[config.mk]
export PLATFORM = sky130hd
export DESIGN_NAME = irq_field_bank
export DESIGN_NICKNAME = d
export VERILOG_FILES = /design/src/rtl/fbank_pkg.sv /design/src/rtl/fbank_decode.sv /design/src/rtl/fbank_field_diff.sv /design/src/rtl/fbank_pick.sv /design/src/rtl/irq_field_bank.sv
export SDC_FILE = /design/constraint.sdc
export NUM_CORES = 1
export LEC_CHECK = 0
export BUFFER_PORTS_ARGS = -buffer_cell sky130_fd_sc_hd__buf_2
export CORE_UTILIZATION = 50
export CTS_BUF_LIST = sky130_fd_sc_hd__clkbuf_4 sky130_fd_sc_hd__clkbuf_8 sky130_fd_sc_hd__clkbuf_16
export DETAILED_ROUTE_END_ITERATION = 6
export GPL_TIMING_DRIVEN = 0
export PLACE_DENSITY = 0.71
export SLEW_MARGIN = 20
export SYNTH_ARGS = -nofsm -noshare
export SYNTH_HDL_FRONTEND = slang
export SYNTH_HIERARCHICAL = 1
export SYNTH_SLANG_ARGS = --single-unit
[constraint.sdc]
create_clock -name clk -period 3.45 [get_ports clk]
set_clock_uncertainty 0.15 [all_clocks]
set_input_delay 0.69 -clock clk [delete_from_list [all_inputs] [get_ports clk]]
set_output_delay 0.69 -clock clk [all_outputs]
set_load 0.01 [all_outputs]
[src/rtl/fbank_pkg.sv]
package fbank_pkg;

    // How a decoded address modifies its register
    typedef enum logic [1:0] {
        ACC_NONE   = 2'd0,
        ACC_SET    = 2'd1,
        ACC_CLR    = 2'd2,
        ACC_DIRECT = 2'd3
    } acc_mode_e;

endpackage

[src/rtl/fbank_decode.sv]
module fbank_decode
    import fbank_pkg::*;
#(
    parameter int          N_MSK        = 2,
    parameter int          N_PRI        = 2,
    parameter int          IDX_W        = 2,
    parameter logic [31:0] MSK_SET_BASE = 32'h0000_0040,
    parameter logic [31:0] MSK_CLR_BASE = 32'h0000_0060,
    parameter logic [31:0] PRI_BASE     = 32'h0000_0080,
    parameter int          ADDR_STRIDE  = 4
) (
    input  logic [28:0]      addr_lo,
    output logic             hit,
    output acc_mode_e        mode,
    output logic [IDX_W-1:0] idx
);

    logic [N_MSK-1:0] set_hit;
    logic [N_MSK-1:0] clr_hit;
    logic [N_PRI-1:0] pri_hit;

    // One comparator per alias; only the low 29 address bits take part
    for (genvar i = 0; i < N_MSK; i++) begin : g_msk
        localparam logic [31:0] SET_A = MSK_SET_BASE + 32'(i * ADDR_STRIDE);
        localparam logic [31:0] CLR_A = MSK_CLR_BASE + 32'(i * ADDR_STRIDE);
        assign set_hit[i] = (addr_lo == SET_A[28:0]);
        assign clr_hit[i] = (addr_lo == CLR_A[28:0]);
    end

    for (genvar j = 0; j < N_PRI; j++) begin : g_pri
        localparam logic [31:0] PRI_A = PRI_BASE + 32'(j * ADDR_STRIDE);
        assign pri_hit[j] = (addr_lo == PRI_A[28:0]);
    end

    always_comb begin
        hit  = 1'b0;
        mode = ACC_NONE;
        idx  = '0;
        for (int r = 0; r < N_MSK; r++) begin
            if (!hit && set_hit[r]) begin
                hit  = 1'b1;
                mode = ACC_SET;
                idx  = IDX_W'(r);
            end else if (!hit && clr_hit[r]) begin
                hit  = 1'b1;
                mode = ACC_CLR;
                idx  = IDX_W'(r);
            end
        end
        for (int p = 0; p < N_PRI; p++) begin
            if (!hit && pri_hit[p]) begin
                hit  = 1'b1;
                mode = ACC_DIRECT;
                idx  = IDX_W'(N_MSK + p);
            end
        end
    end

endmodule

[src/rtl/fbank_field_diff.sv]
module fbank_field_diff #(
    parameter int W  = 16,
    parameter int FW = 4,
    localparam int NF = W / FW
) (
    input  logic [W-1:0]  old_v,
    input  logic [W-1:0]  new_v,
    output logic [NF-1:0] chg,
    output logic [NF-1:0] nz
);

    // Field k is numbered from the top of the register downward
    for (genvar k = 0; k < NF; k++) begin : g_fld
        localparam int LSB = (NF - 1 - k) * FW;
        assign chg[k] = (old_v[LSB +: FW] != new_v[LSB +: FW]);
        assign nz[k]  = |new_v[LSB +: FW];
    end

endmodule

[src/rtl/fbank_pick.sv]
module fbank_pick #(
    parameter int N  = 16,
    parameter int IW = 4
) (
    input  logic [N-1:0]  req,
    output logic          any,
    output logic [IW-1:0] first,
    output logic [N-1:0]  first_oh
);

    // Lowest set index wins
    always_comb begin
        any      = |req;
        first    = '0;
        first_oh = '0;
        for (int k = N - 1; k >= 0; k--) begin
            if (req[k]) begin
                first       = IW'(k);
                first_oh    = '0;
                first_oh[k] = 1'b1;
            end
        end
    end

endmodule

[src/rtl/irq_field_bank.sv]
module irq_field_bank
    import fbank_pkg::*;
#(
    parameter int          REG_W        = 16,
    parameter int          N_MSK        = 2,
    parameter int          N_PRI        = 2,
    parameter int          PRI_FW       = 4,
    parameter int          ID_W         = 8,
    parameter logic [31:0] MSK_SET_BASE = 32'h0000_0040,
    parameter logic [31:0] MSK_CLR_BASE = 32'h0000_0060,
    parameter logic [31:0] PRI_BASE     = 32'h0000_0080,
    parameter int          ADDR_STRIDE  = 4,
    parameter int          MSK_ID_BASE  = 1,
    parameter int          PRI_ID_BASE  = 40
) (
    input  logic             clk,
    input  logic             rst_n,
    input  logic [31:0]      addr,
    input  logic [REG_W-1:0] wdata,
    input  logic             wr_en,
    output logic [REG_W-1:0] rd_data,
    output logic             busy,
    output logic             evt_valid,
    output logic [ID_W-1:0]  evt_id,
    output logic             evt_en
);

    localparam int NREG   = N_MSK + N_PRI;
    localparam int IDX_W  = (NREG > 1) ? $clog2(NREG) : 1;
    localparam int PRI_NF = REG_W / PRI_FW;
    localparam int KW     = (REG_W > 1) ? $clog2(REG_W) : 1;

    typedef struct packed {
        logic [NREG-1:0][REG_W-1:0] regs;
        logic [REG_W-1:0]           chg;   // fields still to report
        logic [REG_W-1:0]           nz;    // new value nonzero, per field
        logic [ID_W-1:0]            base;  // identifier of field 0
    } state_t;

    state_t s_d, s_q;

    logic             hit;
    acc_mode_e        mode;
    logic [IDX_W-1:0] idx;
    logic             unused_addr_hi;

    assign unused_addr_hi = ^addr[31:29];

    fbank_decode #(
        .N_MSK       (N_MSK),
        .N_PRI       (N_PRI),
        .IDX_W       (IDX_W),
        .MSK_SET_BASE(MSK_SET_BASE),
        .MSK_CLR_BASE(MSK_CLR_BASE),
        .PRI_BASE    (PRI_BASE),
        .ADDR_STRIDE (ADDR_STRIDE)
    ) u_dec (
        .addr_lo(addr[28:0]),
        .hit    (hit),
        .mode   (mode),
        .idx    (idx)
    );

    logic [REG_W-1:0] old_v, new_v;

    always_comb begin
        old_v = s_q.regs[idx];
        case (mode)
            ACC_SET:    new_v = old_v | wdata;
            ACC_CLR:    new_v = old_v & ~wdata;
            ACC_DIRECT: new_v = wdata;
            default:    new_v = old_v;
        endcase
    end

    logic [REG_W-1:0]  chg_m, nz_m;
    logic [PRI_NF-1:0] chg_p, nz_p;

    fbank_field_diff #(.W(REG_W), .FW(1)) u_diff_msk (
        .old_v(old_v), .new_v(new_v), .chg(chg_m), .nz(nz_m)
    );

    fbank_field_diff #(.W(REG_W), .FW(PRI_FW)) u_diff_pri (
        .old_v(old_v), .new_v(new_v), .chg(chg_p), .nz(nz_p)
    );

    logic             pend_any;
    logic [KW-1:0]    pend_k;
    logic [REG_W-1:0] pend_oh;

    fbank_pick #(.N(REG_W), .IW(KW)) u_pick (
        .req     (s_q.chg),
        .any     (pend_any),
        .first   (pend_k),
        .first_oh(pend_oh)
    );

    always_comb begin
        s_d = s_q;
        if (pend_any) begin
            // drain one event per cycle; writes are dropped meanwhile
            s_d.chg = s_q.chg & ~pend_oh;
        end else if (wr_en && hit) begin
            s_d.regs[idx] = new_v;
            if (int'(idx) < N_MSK) begin
                s_d.chg  = chg_m;
                s_d.nz   = nz_m;
                s_d.base = ID_W'(MSK_ID_BASE + int'(idx) * REG_W);
            end else begin
                s_d.chg  = REG_W'(chg_p);
                s_d.nz   = REG_W'(nz_p);
                s_d.base = ID_W'(PRI_ID_BASE + (int'(idx) - N_MSK) * PRI_NF);
            end
        end
    end

    always_ff @(posedge clk) begin
        if (!rst_n) begin
            s_q <= '0;
        end else begin
            s_q <= s_d;
        end
    end

    assign rd_data   = hit ? s_q.regs[idx] : '0;
    assign busy      = pend_any;
    assign evt_valid = pend_any;
    assign evt_id    = s_q.base + ID_W'(pend_k);
    assign evt_en    = s_q.nz[pend_k];

endmodule

==> results_dict.tcl <==
set metrics [dict create \
    ir_drop_mv 0.255 \
    hold_buffers 0 \
    hp-start "s_q[17]" \
    portBuffers 73 \
    cp.required_ns 2.61 \
    coreArea_sq_um 11600 \
    hold_viol_final 0 \
    worstPathArrival_ns 2.78 \
    die_h_um 112 \
    antenna_cells 0 \
    reg2reg_setup_slack_ns 0.18 \
    hp-class "register to register" \
    r2r_start "s_q[24]" \
    cts_made_buffers 9 \
    io_pins 78 \
    max_freq_mhz 276 \
    cts_tree "built" \
    yosys-top-cells-count "100 x dfxtp_1, 99 x a21oi_1, 67 x a211oi_1" \
    power_frac_seq 0.514 \
    rows 39 \
    synth_area_sq_um 6020 \
    vias 5932 \
    drive_above_1_share 0.421 \
    rsz0062_at_grt "yes" \
    synth_area_leader_cell "dfxtp_1" \
    outcome "finished with violations" \
    cts_root_buffer "clkbuf_16" \
    holdPathEnd "s_q[17]" \
    finalSetupViolations 24 \
    grt_max_degree 18 \
    placed_area_sq_um 6600 \
    syn_nets 707 \
    setup_slack_ns -0.170 \
    ys_types 58 \
    worstSetupEndpointType "output port" \
    antenna_left 0 \
    fin_crit_sh 1.05 \
    p_switching_mw 0.539 \
    path_cells "buf_6, nor4_4, nand4_2, nor4b_4, buf_6, buf_12, mux4_2, and2_4, buf_6" \
    clockBufferDepth 2 \
    violations "DRC, setup timing" \
    synth_flop_cell "dfxtp_1" \
    tns_ns -2.86 \
    drt_pass1_iterations 7 \
    top_regs "s_q (100)" \
    cts.htree.levels 3 \
    power_density_nw_per_um2 282 \
    place_congestion 0.871 \
    drc 3 \
    synth-seq-cells 100 \
    reg2reg_depth 9 \
    yosysMostFrequentCell "dfxtp_1" \
    path_clk_slew_ns 0.07 \
    worstSetupStartpointType "input port" \
    hpwlAfterDp_mm 13.0 \
    overflow 0 \
    top_register "s_q" \
    wl_mm 19.4 \
    die-area_sq_um 12500 \
    grt_pass1_vias 5746 \
    yosysWarnings 6 \
    period_minus_slack_ns 3.62 \
    max-slew-margin-rel 0.537 \
    vias_per_cell 6.16 \
    fin_area_sq_um 7960 \
    yosysTopAreaCellShare 0.332 \
    crit_slowest_cell "mux4_2" \
    initial_utilization 0.521 \
    drv_cap 0 \
    insertion_delay_ns 0.35 \
    ys_top_cells_by_area "dfxtp_1 33%, a211oi_1 8.3%, a21oi_1 8.2%" \
    avgRoutedWirePerCell_um 20.2 \
    synth-edff-count 0 \
    tightestPinTransition_ns 0.694 \
    whs_path_depth 2 \
    largest_reg_flops 100 \
    track_usage 0.298 \
    worstSetupPathType "input port to output port" \
    synthCells 652 \
    yosysSeqAreaShare 0.332 \
    p_sw_frac 0.240 \
    drtIter0Drc 558 \
    p_comb_frac 0.039 \
    cp_common_cell "buf_6" \
    cts.sinks 100 \
    synth.avg_cell_area_sq_um 9.24 \
    rr_endpoint "s_q[70]" \
    nets 871 \
    p_int_mw 1.70 \
    crit_fanout 7 \
    cp-startpoint "addr[11]" \
    antenna_found_initial 0 \
    leakage_nw 3.13 \
    critPathMaxStageDelay_ns 0.59 \
    p_clk_frac 0.447 \
    slew_violations 0 \
    dieWidth_um 112 \
    ys_async_sr_fraction 0 \
    area_growth_pct 32.1 \
    grt_pass1_wl_mm 29.5 \
]
==> worst max-delay path: cells and delay by family <==
kind / cells / cell delay [ns]
and+or+nand+nor: 4 / 0.94
muxes: 1 / 0.59
buffers and inverters: 4 / 0.54
==> stage by stage <==
| step | hold slack, ns | total power [mW] | setup WS [ns] | utilization | instances |
|---|---|---|---|---|---|
| global route | 0.325 | 2.28 | -0.230 | 0.688 | 963 |
| CTS | 0.303 | 2.22 | -0.212 | 0.640 | 932 |
| floorplan | 0.279 | 1.20 | -0.160 | - | 652 |
| detailed placement | 0.295 | 1.25 | -0.702 | 0.571 | 868 |
| finish | 0.303 | 2.24 | -0.170 | 0.688 | 963 |
| global placement | 0.288 | 1.25 | -0.649 | 0.571 | 868 |
==> cells in the final DEF (no fill, tap or decap), types with 6 or more instances in the layout <==
cell type / instances
nor2_1: 20
clkbuf_1: 23
buf_6: 35
o21ai_0: 18
dfxtp_1: 96
and2_1: 6
and2_4: 13
buf_2: 74
nor4_4: 8
mux2i_1: 6
nand3b_1: 26
a21oi_1: 94
mux4_2: 20
clkbuf_16: 9
nand3_1: 16
buf_4: 88
a22oi_4: 12
xnor2_1: 9
nand2_1: 32
nor2b_1: 6
xor2_1: 17
xnor2_2: 10
a211oi_1: 67
inv_2: 17
==> worst max-delay path by stage <==
stage	end	slack (ns)
global route	rd_data[8]	-0.23
finish	rd_data[0]	-0.17
global placement	s_q[11]	-0.65
CTS	rd_data[8]	-0.21
detailed placement	s_q[11]	-0.70
floorplan	s_q[8]	-0.16
==> routing by layer <==
layer / share of wire / wire length [um] / GRT usage
met5: 0 / 0 / 0
met4: 0.038 / 738 / 0.134
met3: 0.059 / 1150 / 0.0463
met1: 0.40 / 7760 / 0.346
met2: 0.50 / 9780 / 0.536
==> cells by family after synthesis <==
logic type	count (synthesis)	share of synthesized area
AO/OA/AOI/OAI	213	0.248
AND/OR/NAND/NOR	172	0.177
flip-flops	100	0.332
buffers and inverters	95	0.0872
XOR/XNOR	36	0.0523
multiplexers	31	0.0945
adder cells (fa/ha/maj)	4	0.00831
other	1	0.000622
==> power by group through the flow <==
stage | Clock, mW | Sequential (mW) | Combinational, mW
2_1_floorplan | 0 | 1.18 | 0.0247
3_3_place_gp | 0 | 1.18 | 0.0733
3_5_place_dp | 0 | 1.18 | 0.0747
4_1_cts | 0.989 | 1.15 | 0.0818
5_1_grt | 1.04 | 1.15 | 0.0920
6_report | 1.00 | 1.15 | 0.0874
==> area by class of cell <==
cell class / instances / area (sq um)
clock inverters: 5 / 45.0
inverters: 22 / 82.6
multi-input cells: 457 / 3830
repair buffers: 154 / 1130
plain buffers: 72 / 452
flip-flops and latches: 100 / 2010
clock buffers: 10 / 239
well taps: 143 / 179
fillers: 835 / 3610
==> what timing repair did <==
item,in CTS,in global routing
endpoints found under the hold margin,0,0
pin swaps,25,38
endpoints found under the setup margin,32,28
buffers inserted,48,32
gates cloned,1,0
resized for setup,35,74
(Power assumes the default switching activity.)
